## src/rtl/rxq_pkg.sv

```systemverilog
package rxq_pkg;
  localparam int DATA_W = 8;

  typedef struct packed {
    logic              brk;
    logic              ferr;
    logic              perr;
    logic [DATA_W-1:0] data;
  } rx_entry_t;

  typedef enum logic [2:0] {
    S_IDLE,
    S_START,
    S_DATA,
    S_PAR,
    S_STOP
  } rx_state_t;
endpackage

```

## src/rtl/rxq_sync.sv

```systemverilog
module rxq_sync #(
  parameter int STAGES = 2
) (
  input  logic clk,
  input  logic rst,
  input  logic d,
  output logic q
);
  logic [STAGES-1:0] sr;

  always_ff @(posedge clk) begin
    if (rst) sr <= '1;
    else     sr <= {sr[STAGES-2:0], d};
  end

  assign q = sr[STAGES-1];
endmodule

```

## src/rtl/rxq_framer.sv

```systemverilog
module rxq_framer import rxq_pkg::*; #(
  parameter int OSR = 16
) (
  input  logic      clk,
  input  logic      rst,
  input  logic      tick,
  input  logic      rx,
  input  logic [1:0] cfg_len,
  input  logic      cfg_par_en,
  input  logic      cfg_par_odd,
  output logic      push_o,
  output rx_entry_t entry_o
);
  localparam int CW = $clog2(OSR);
  localparam logic [CW-1:0] HALF_M1 = CW'(OSR/2 - 1);
  localparam logic [CW-1:0] FULL_M1 = CW'(OSR - 1);

  rx_state_t         state;
  logic [CW-1:0]     cnt;
  logic [2:0]        bit_idx;
  logic [2:0]        last_q;
  logic              pen_q, podd_q;
  logic [DATA_W-1:0] dat;
  logic              pbit;
  logic              prev;
  logic              mid;

  assign mid = tick && (cnt == FULL_M1);

  always_ff @(posedge clk) begin
    if (rst) begin
      state   <= S_IDLE;
      cnt     <= '0;
      bit_idx <= '0;
      last_q  <= 3'd7;
      pen_q   <= 1'b0;
      podd_q  <= 1'b0;
      dat     <= '0;
      pbit    <= 1'b0;
      prev    <= 1'b1;
      push_o  <= 1'b0;
      entry_o <= '0;
    end else begin
      push_o <= 1'b0;
      if (tick) prev <= rx;
      case (state)
        S_IDLE: begin
          if (tick && prev && !rx) begin
            state <= S_START;
            cnt   <= '0;
          end
        end
        S_START: begin
          if (tick) begin
            if (cnt == HALF_M1) begin
              cnt <= '0;
              if (!rx) begin
                state   <= S_DATA;
                bit_idx <= '0;
                dat     <= '0;
                pbit    <= 1'b0;
                last_q  <= 3'd4 + {1'b0, cfg_len};
                pen_q   <= cfg_par_en;
                podd_q  <= cfg_par_odd;
              end else begin
                state <= S_IDLE;
              end
            end else begin
              cnt <= cnt + 1'b1;
            end
          end
        end
        S_DATA: begin
          if (mid) begin
            cnt          <= '0;
            dat[bit_idx] <= rx;
            if (bit_idx == last_q) state <= pen_q ? S_PAR : S_STOP;
            else                   bit_idx <= bit_idx + 1'b1;
          end else if (tick) begin
            cnt <= cnt + 1'b1;
          end
        end
        S_PAR: begin
          if (mid) begin
            cnt   <= '0;
            pbit  <= rx;
            state <= S_STOP;
          end else if (tick) begin
            cnt <= cnt + 1'b1;
          end
        end
        S_STOP: begin
          if (mid) begin
            cnt           <= '0;
            push_o        <= 1'b1;
            entry_o.data  <= dat;
            entry_o.perr  <= pen_q & (^dat ^ pbit ^ podd_q);
            entry_o.ferr  <= !rx;
            entry_o.brk   <= (dat == '0) && !(pen_q && pbit) && !rx;
            state         <= S_IDLE;
          end else if (tick) begin
            cnt <= cnt + 1'b1;
          end
        end
        default: state <= S_IDLE;
      endcase
    end
  end

  p_false_start_r3: assert property (@(posedge clk) disable iff (rst)
    (state == S_START && tick && cnt == HALF_M1 && rx) |=> (state == S_IDLE && !push_o));

  p_brk_has_ferr_r5: assert property (@(posedge clk) disable iff (rst)
    (push_o && entry_o.brk) |-> entry_o.ferr);

  p_one_push_r6: assert property (@(posedge clk) disable iff (rst)
    push_o |=> !push_o);

  p_ferr_stop_r4: assert property (@(posedge clk) disable iff (rst)
    (state == S_STOP && mid) |=> (push_o && entry_o.ferr == !$past(rx)));
endmodule

```

## src/rtl/rxq_fifo.sv

```systemverilog
module rxq_fifo import rxq_pkg::*; #(
  parameter int DEPTH = 16
) (
  input  logic      clk,
  input  logic      rst,
  input  logic      wr_en,
  input  rx_entry_t wr_entry,
  input  logic      rd_en,
  output rx_entry_t rd_entry,
  output logic      full,
  output logic      not_empty
);
  localparam int AW = $clog2(DEPTH);
  localparam logic [AW:0] FULL_CNT = (AW+1)'(DEPTH);

  rx_entry_t   mem [DEPTH];
  logic [AW-1:0] wp, rp;
  logic [AW:0]   cnt, cnt_next;
  logic          wr_ok, rd_ok;

  assign full  = (cnt == FULL_CNT);
  assign wr_ok = wr_en && !full;
  assign rd_ok = rd_en && (cnt != '0);

  always_comb begin
    cnt_next = cnt;
    case ({wr_ok, rd_ok})
      2'b10:   cnt_next = cnt + 1'b1;
      2'b01:   cnt_next = cnt - 1'b1;
      default: cnt_next = cnt;
    endcase
  end

  always_ff @(posedge clk) begin
    if (wr_ok) mem[wp] <= wr_entry;
  end

  always_ff @(posedge clk) begin
    if (rst) begin
      wp        <= '0;
      rp        <= '0;
      cnt       <= '0;
      not_empty <= 1'b0;
      rd_entry  <= '0;
    end else begin
      if (wr_ok) wp <= wp + 1'b1;
      if (rd_ok) begin
        rp       <= rp + 1'b1;
        rd_entry <= mem[rp];
      end
      cnt       <= cnt_next;
      not_empty <= (cnt_next != '0);
    end
  end

  p_full_hold_r7: assert property (@(posedge clk) disable iff (rst)
    (wr_en && full && !rd_en) |=> (full && $stable(wp)));

  p_empty_read_r8: assert property (@(posedge clk) disable iff (rst)
    (rd_en && cnt == '0 && !wr_en) |=> ($stable(rd_entry) && !not_empty));
endmodule

```

## src/rtl/serial_rx_queue.sv

```systemverilog
module serial_rx_queue import rxq_pkg::*; #(
  parameter int OSR         = 16,
  parameter int DEPTH       = 16,
  parameter int SYNC_STAGES = 2
) (
  input  logic       clk,
  input  logic       rst,
  input  logic       tick16,
  input  logic       rxd,
  input  logic [1:0] cfg_len,
  input  logic       cfg_par_en,
  input  logic       cfg_par_odd,
  input  logic       rd_en,
  output logic [7:0] rd_data,
  output logic       rd_perr,
  output logic       rd_ferr,
  output logic       rd_brk,
  output logic       data_ready,
  output logic       overrun
);
  logic      rx_s;
  logic      push;
  rx_entry_t entry;
  rx_entry_t head;
  logic      q_full;

  rxq_sync #(.STAGES(SYNC_STAGES)) u_sync (
    .clk(clk), .rst(rst), .d(rxd), .q(rx_s)
  );

  rxq_framer #(.OSR(OSR)) u_framer (
    .clk(clk), .rst(rst), .tick(tick16), .rx(rx_s),
    .cfg_len(cfg_len), .cfg_par_en(cfg_par_en), .cfg_par_odd(cfg_par_odd),
    .push_o(push), .entry_o(entry)
  );

  rxq_fifo #(.DEPTH(DEPTH)) u_fifo (
    .clk(clk), .rst(rst), .wr_en(push), .wr_entry(entry),
    .rd_en(rd_en), .rd_entry(head), .full(q_full), .not_empty(data_ready)
  );

  always_ff @(posedge clk) begin
    if (rst)                 overrun <= 1'b0;
    else if (push && q_full) overrun <= 1'b1;
    else if (rd_en)          overrun <= 1'b0;
  end

  assign rd_data = head.data;
  assign rd_perr = head.perr;
  assign rd_ferr = head.ferr;
  assign rd_brk  = head.brk;

  p_ovr_set_r7: assert property (@(posedge clk) disable iff (rst)
    (push && q_full) |=> overrun);

  p_ready_after_push_r6: assert property (@(posedge clk) disable iff (rst)
    (push && !q_full) |=> data_ready);
endmodule

```

## config.mk

```make
export PLATFORM = sky130hd
export DESIGN_NAME = serial_rx_queue
export DESIGN_NICKNAME = d
export VERILOG_FILES = /design/src/rtl/rxq_pkg.sv /design/src/rtl/rxq_sync.sv /design/src/rtl/rxq_framer.sv /design/src/rtl/rxq_fifo.sv /design/src/rtl/serial_rx_queue.sv
export SDC_FILE = /design/constraint.sdc
export NUM_CORES = 1
export LEC_CHECK = 0
export ABC_CLOCK_PERIOD_IN_PS = 2850
export CORE_MARGIN = 3
export CORE_UTILIZATION = 50
export DETAILED_ROUTE_END_ITERATION = 6
export HOLD_SLACK_MARGIN = 0.06
export PLACE_DENSITY = 0.75
export SLEW_MARGIN = 20
export SYNTH_ARGS = -nofsm -noshare
export SYNTH_HDL_FRONTEND = slang
export SYNTH_SLANG_ARGS = --single-unit
export TNS_END_PERCENT = 5
```

## constraint.sdc

```tcl
create_clock -name clk -period 2.85 [get_ports clk]
set_input_delay 0.855 -clock clk [delete_from_list [all_inputs] [get_ports clk]]
set_output_delay 0.855 -clock clk [all_outputs]
set_load 0.01 [all_outputs]
```

==> impl_metrics.sql, run 1 <==
INSERT INTO impl_metrics (metric_group, metric, value, unit) VALUES
('min_path', 'worst_hold_path_type', 'reg2reg', ''),
('synthesis', 'postSynth.asyncResetShare', '0', ''),
('setup_path', 'cp-start-kind', 'flip-flop', ''),
('global_routing', 'grt_pass1_vias', '6063', ''),
('detailed_routing', 'route.detailed.drc', '0', ''),
('global_routing', 'grt_remaining_overflow', '0', ''),
('pwr', 'p_leak', '3.320', 'nW'),
('place', 'dp.final_hpwl', '13090', 'um'),
('clock_tree', 'cts_root_buffer', 'sky130_fd_sc_hd__clkbuf_16', ''),
('detailed_routing', 'route.final.wire_length', '21010', 'um'),
('pwr', 'clock_power_share', '0.459', ''),
('synthesis', 'post_synth_inst_count', '669', ''),
('final_layout', 'antennaDiodeCount', '0', ''),
('synthesis', 'seq_area_frac_synth', '0.6584', ''),
('synthesis', 'yosysMostFrequentCell', 'sky130_fd_sc_hd__edfxtp_1', ''),
('min_path', 'worstHoldPathCells', '1', ''),
('outcome', 'outcome', 'complete, no violations', ''),
('timing', 'tightest_hold_margin', '0.4103', 'ns'),
('synthesis', 'synth_top_cell_area_share', '0.5299', ''),
('synthesis', 'synthDominantAreaCellType', 'sky130_fd_sc_hd__edfxtp_1', ''),
('detailed_routing', 'dr_total_vias', '5910', ''),
('clock_tree', 'tritoncts', 'yes', ''),
('timing', 'setup_viol', '0', ''),
('final_layout', 'layout.area.seq', '6570', 'um2'),
('final_layout', 'fin_nets', '743', ''),
('global_routing', 'grt_usage', '0.1941', ''),
('synthesis', 'ys_ff_latch', '240', ''),
('detailed_routing', 'routed_wire_length_per_instance', '20.93', 'um'),
('synthesis', 'mappedNetlistArea', '9973', 'um2'),
('pwr', 'power_density', '600.8', 'nW/um2'),
('timing', 'final.setup_skew', '0.02497', 'ns'),
('timing', 'max_slew.worst_pin.slew', '0.7693', 'ns'),
('timing', 'post-route-min-period', '2.695', 'ns'),
('setup_path', 'cp-end-kind', 'flip-flop', ''),
('setup_path', 'regToRegSetupSlack', '0.16', 'ns'),
('clock_tree', 'clkSlewWorstSetupHoldPaths', '0.06', 'ns'),
('detailed_routing', 'ant_nets', '0', ''),
('pwr', 'cellInternalPower', '5.642', 'mW'),
('global_routing', 'grt_pass1_wl', '33220', 'um'),
('run', 'maxCapViolCount', '0', ''),
('floorplanning', 'floorplan.initialDensity', '0.5108', ''),
('final_layout', 'fill_cells', '1425', ''),
('timing', 'finalHoldViolCount', '0', ''),
('detailed_routing', 'drt_pre_antenna_iters', '5', ''),
('detailed_routing', 'drtIter0Drc', '493', ''),
('place', 'port_buffers', '21', ''),
('setup_path', 'ff2ff_path_depth', '9', ''),
('clock_tree', 'htree_num_levels', '1', ''),
('floorplanning', 'overall_die_area', '21680', 'um2'),
('detailed_routing', 'route.detailed.vias_per_inst', '5.886', ''),
('synthesis', 'yosys-top-cells-count', '176 x sky130_fd_sc_hd__edfxtp_1, 64 x sky130_fd_sc_hd__dfxtp_1, 62 x sky130_fd_sc_hd__nor2_1', ''),
('global_routing', 'antenna_found_initial', '0', ''),
('floorplanning', 'die_w', '147.2', 'um'),
('timing', 'fmaxAchievable', '371.1', 'MHz'),
('synthesis', 'synth_enable_flop_cells', '176', ''),
('synthesis', 'synth_fp_nets', '691', ''),
('setup_path', 'setup.worst_path.class', 'reg2reg', ''),
('pwr', 'net-switching-power', '1.302', 'mW'),
('pwr', 'power.ir.vdd_worst', '0.3887', 'mV'),
('clock_tree', 'tritoncts_num_sinks', '240', ''),
('setup_path', 'timing.critical_path.arrival', '3.08', 'ns'),
('timing', 'rsz0062_at_grt', 'false', ''),
('place', 'place_congestion', '0.9114', ''),
('synthesis', 'yosysUniqueCellTypes', '56', ''),
('synthesis', 'yosys_most_used_dff', 'sky130_fd_sc_hd__edfxtp_1', ''),
('timing', 'drv_slew', '0', ''),
('pwr', 'combinationalPowerShare', '0.008', ''),
('synthesis', 'post_synth_main_area_contributors', 'sky130_fd_sc_hd__edfxtp_1 53%, sky130_fd_sc_hd__dfxtp_1 13%, sky130_fd_sc_hd__mux4_2 12%, sky130_fd_sc_hd__a21oi_1 2.4%, sky130_fd_sc_hd__nor2_1 2.3%', ''),
('clock_tree', 'clock_latency', '0.53', 'ns'),
('timing', 'slew_headroom', '0.4864', ''),
('setup_path', 'required', '3.23', 'ns');
per-layer routing:
metal | wire length (um) | global-route usage | vias up
met5 | 0 | 0 | -
met4 | 401 | 0.05452 | 0
met3 | 1211 | 0.03146 | 32
met2 | 10800 | 0.3313 | 215
met1 | 8600 | 0.2614 | 3010
li1 | - | - | 2653
critical path, stage by stage (launching register included):
cell                       delay [ns]
sky130_fd_sc_hd__dfxtp_1         0.41
sky130_fd_sc_hd__nor4_4          0.40
sky130_fd_sc_hd__mux2_4          0.37
sky130_fd_sc_hd__xnor2_2         0.14
sky130_fd_sc_hd__ha_1            0.31
sky130_fd_sc_hd__or3b_4          0.41
sky130_fd_sc_hd__a211oi_2        0.24
sky130_fd_sc_hd__mux2i_1         0.09
sky130_fd_sc_hd__nand4_1         0.10
sky130_fd_sc_hd__nand4b_1        0.11
cell type report:
class | count | share of cell area
multi-input cells | 371 | 0.2769
repair buffers | 66 | 0.05044
inverters | 18 | 0.006278
clock buffers | 31 | 0.05423
clock inverters | 13 | 0.01505
flip-flops and latches | 240 | 0.5684
well taps | 265 | 0.02869
metrics by stage:
stage                     utilization  cell area (um2)  TNS, ns  instances  total power, mW
after floorplan                     -            10010        0        669            3.807
after global placement         0.5499            10740  -0.6347        959            3.829
after detailed placement       0.5499            10740   -1.015        959            3.832
after CTS                      0.5909            11540        0       1003            6.999
after global routing           0.5920            11560        0       1004            7.152
final                          0.5920            11560        0       1004            6.945
sequential cells by signal (all words and copies together), names as in the netlist, 2 cells and up:
signal,cells
u_fifo.mem,176
u_fifo.rd_entry,11
u_framer.entry_o,11
u_framer.dat,8
u_fifo.cnt,5
u_fifo.rp,4
u_fifo.wp,4
u_framer.cnt,4
u_framer.bit_idx,3
u_framer.state,3
u_framer.last_q,2
u_sync.sr,2
power by group through the flow:
stage	registers (mW)	logic [mW]	clock network, mW
after CTS	3.70	0.0528	3.24
after global placement	3.78	0.0499	0
after floorplan	3.78	0.0291	0
after detailed placement	3.78	0.0524	0
after global routing	3.70	0.0572	3.39
final	3.70	0.0529	3.19
cell usage in the layout, fill, tap and decap left out, drive strengths merged, types with 6 or more instances in the layout:
cell type and instances:
nor2b 10, mux4 55, xor2 8, nand4 6, mux2i 8, edfxtp 176
nand2 45, dfxtp 64, clkbuf 31, o21ai 13, a31oi 6, nor2 62
xnor2 13, nand2b 6, clkdlybuf4s50 19, nand3 11, inv 17, clkinv 9
nor3 11, buf 46, a21oi 47, ha 13
what timing repair did:
action	4_1_cts	5_1_grt
setup buffers	0	1
gates resized for setup	0	4
hold buffers	0	0
setup endpoints to repair	0	1
logic make-up (layout without fill, tap and decap cells):
logic type / after synthesis / count (layout) / synth area share
xor+xnor: 21 / 21 / 0.01844
flops: 240 / 240 / 0.6584
simple gates: 180 / 180 / 0.09020
buf+inv: 58 / 128 / 0.02321
fa+ha+maj: 13 / 13 / 0.01631
mux: 66 / 66 / 0.1360
compound gates: 91 / 91 / 0.05746
worst paths after layout:
check | from | to
max | u_fifo.cnt[3] | u_fifo.not_empty
min | u_sync.sr[0] | u_sync.sr[1]
max reg2reg | u_fifo.cnt[3] | u_fifo.not_empty
min reg2reg | u_sync.sr[0] | u_sync.sr[1]
Note: power is estimated with default switching activity, not from simulation.
==> run 2, diff against run 1 <==
--- a/config.mk
+++ b/config.mk
@@ -9,6 +9,7 @@
 export CORE_MARGIN = 3
 export CORE_UTILIZATION = 50
 export DETAILED_ROUTE_END_ITERATION = 6
+export GPL_TIMING_DRIVEN = 0
 export HOLD_SLACK_MARGIN = 0.06
 export PLACE_DENSITY = 0.75
 export SLEW_MARGIN = 20
==> impl_metrics.sql, run 2 (synthesis gave the netlist of run 1 again) <==
INSERT INTO impl_metrics (metric_group, metric, value, unit) VALUES
('floorplanning', 'top_level_ports', '22', ''),
('pwr', 'power_density', '613.6', 'nW/um2'),
('detailed_routing', 'drt_pre_antenna_iters', '5', ''),
('final_layout', 'reg_top3', 'u_fifo.mem (176), u_fifo.rd_entry (11), u_framer.entry_o (11)', ''),
('global_routing', 'antenna_found_initial', '0', ''),
('setup_path', 'cp-end-kind', 'flip-flop', ''),
('setup_path', 'cp_num_buf_inv', '2', ''),
('setup_path', 'critical_path.reg2reg.startpoint', 'u_fifo.cnt[0]', ''),
('setup_path', 'timing.critical_path.from', 'u_fifo.cnt[0]', ''),
('global_routing', 'grt_pass1_wl', '33300', 'um'),
('pwr', 'p_total', '7.080', 'mW'),
('final_layout', 'fin_nets', '746', ''),
('global_routing', 'grt_remaining_overflow', '0', ''),
('global_routing', 'grt_usage', '0.1994', ''),
('setup_path', 'crit_path_cell_trace', 'buf_2, nor4_4, buf_6, mux2_4, xnor2_1, ha_1, a21o_1, and4_1, nor4_1, o211ai_1, nand4b_1', ''),
('setup_path', 'setup.worst_path.class', 'reg2reg', ''),
('clock_tree', 'cts_root_buffer', 'sky130_fd_sc_hd__clkbuf_16', ''),
('clock_tree', 'clock_latency', '0.51', 'ns'),
('detailed_routing', 'route.final.wire_length', '21610', 'um'),
('clock_tree', 'clkSlewWorstSetupHoldPaths', '0.06', 'ns'),
('place', 'placement.cell_area', '10610', 'um2'),
('final_layout', 'stdcell_area', '11540', 'um2'),
('timing', 'slew_headroom', '0.2761', ''),
('final_layout', 'drive_gt1_frac', '0.1981', ''),
('pwr', 'power.ir.vdd_worst', '0.4108', 'mV'),
('clock_tree', 'post_cts_hold_buffer_count', '0', ''),
('place', 'port_buffers', '19', ''),
('floorplanning', 'die_w', '147.2', 'um'),
('detailed_routing', 'routed_wire_length_per_instance', '21.46', 'um'),
('clock_tree', 'cts_buffers', '24', ''),
('clock_tree', 'tritoncts', 'yes', ''),
('final_layout', 'antennaDiodeCount', '0', ''),
('setup_path', 'worstReg2RegEnd', 'u_fifo.not_empty', ''),
('setup_path', 'path_delay_family', 'simple AND/OR/NAND/NOR gates', ''),
('timing', 'finalHoldViolCount', '0', ''),
('pwr', 'p_leak', '3.251', 'nW'),
('floorplanning', 'core-area', '19530', 'um2'),
('setup_path', 'cp-start-kind', 'flip-flop', ''),
('floorplanning', 'row_count', '51', ''),
('timing', 'max_slew.worst_pin.slew', '1.082', 'ns'),
('setup_path', 'setup.worst_path.end', 'u_fifo.not_empty', ''),
('global_routing', 'maximum_number_of_pins_on_one_net_before_global_route_repair', '18', ''),
('global_routing', 'grt_pass1_vias', '5911', ''),
('setup_path', 'max_stage_delay', '0.35', 'ns'),
('timing', 'fmaxAchievable', '355.1', 'MHz'),
('final_layout', 'largest_reg_flops', '176', ''),
('final_layout', 'syn_to_final_growth', '15.71', '%'),
('setup_path', 'timing.critical_path.arrival', '3.27', 'ns'),
('final_layout', 'layout_common_cells', '176 x sky130_fd_sc_hd__edfxtp_1, 64 x sky130_fd_sc_hd__dfxtp_1, 55 x sky130_fd_sc_hd__mux4_2', ''),
('timing', 'drv_slew', '0', ''),
('clock_tree', 'htree_num_levels', '1', ''),
('setup_path', 'cp_depth', '11', ''),
('detailed_routing', 'dr_total_vias', '5963', ''),
('clock_tree', 'tritoncts_num_sinks', '240', ''),
('setup_path', 'regToRegSetupSlack', '0.03', 'ns'),
('setup_path', 'crit_path_top_delay_cell', 'sky130_fd_sc_hd__mux2_4', ''),
('timing', 'final.setup_skew', '0.01040', 'ns'),
('min_path', 'worst_hold_path_type', 'reg2reg', ''),
('floorplanning', 'overall_die_area', '21680', 'um2'),
('final_layout', 'regMostFlops', 'u_fifo.mem', ''),
('clock_tree', 'cts-root-to-sink-buffers', '3', ''),
('place', 'dp.final_hpwl', '14090', 'um'),
('floorplanning', 'floorplan.initialDensity', '0.5108', ''),
('setup_path', 'ff2ff_path_depth', '11', ''),
('run', 'maxCapViolCount', '0', ''),
('detailed_routing', 'drtIter0Drc', '477', ''),
('final_layout', 'layout.cells.most_common', 'sky130_fd_sc_hd__edfxtp_1', ''),
('outcome', 'outcome', 'complete, no violations', ''),
('floorplanning', 'die_height', '147.2', 'um'),
('detailed_routing', 'ant_nets', '0', ''),
('setup_path', 'required', '3.30', 'ns'),
('detailed_routing', 'route.detailed.vias_per_inst', '5.922', ''),
('timing', 'final.period_utilization', '0.9882', ''),
('detailed_routing', 'route.detailed.drc', '0', ''),
('timing', 'post-route-min-period', '2.816', 'ns'),
('place', 'place_congestion', '0.8642', ''),
('setup_path', 'worstPathMaxFanout', '9', ''),
('timing', 'setup_viol', '0', '');
## run 2: stage by stage
stage / utilization / setup slack [ns] / instances / TNS (ns) / hold slack [ns]
after CTS: 0.5880 / 0.04755 / 1003 / 0 / 0.4128
after global placement: 0.5395 / -0.8442 / 953 / -52.93 / 0.3941
after floorplan: - / 0.03240 / 669 / 0 / 0.3895
final: 0.5910 / 0.03372 / 1007 / 0 / 0.4107
after detailed placement: 0.5434 / -0.7234 / 957 / -27.67 / 0.3966
after global routing: 0.5910 / -0.03923 / 1007 / -0.03923 / 0.4140
## run 2: cell type report
class                   instances  area, um2
clock inverters                 6      128.9
plain buffers                  39      171.4
flip-flops and latches        240       6566
fillers                      1460       7986
well taps                     265      331.6
repair buffers                 30      290.3
multi-input cells             371       3262
inverters                      18      75.07
clock buffers                  38      714.4
## run 2: timing repair
item                                    4_1_cts  5_1_grt
endpoints found under the setup margin      145        1
pin swaps                                     2        3
gates resized for setup                       5        4
buffers inserted                              2        5
## run 2: worst min path at each step
stage,slack [ns],endpoint,depth (start not counted),start
2_1_floorplan,0.39,u_sync.sr[1],1,u_sync.sr[0]
3_3_place_gp,0.39,u_sync.sr[1],1,u_sync.sr[0]
3_5_place_dp,0.40,u_sync.sr[1],1,u_sync.sr[0]
4_1_cts,0.41,u_sync.sr[1],1,u_sync.sr[0]
5_1_grt,0.41,u_sync.sr[1],1,u_sync.sr[0]
6_report,0.41,u_sync.sr[1],1,u_sync.sr[0]
## run 2: routing by layer
layer | GRT usage | share of wire | vias up
li1 | - | - | 2666
met4 | 0.05079 | 0.020 | 0
met2 | 0.3382 | 0.50 | 229
met3 | 0.03054 | 0.069 | 35
met5 | 0 | 0 | -
met1 | 0.2742 | 0.41 | 3033
## run 2: report_power, final
group / internal (mW) / switching (mW) / total, mW / leakage (nW)
clock network: 2.08 / 1.25 / 3.32 / 0.409
registers: 3.70 / 0.00334 / 3.70 / 1.73
logic: 0.0182 / 0.0351 / 0.0533 / 1.11
total: 5.79 / 1.29 / 7.08 / 3.25
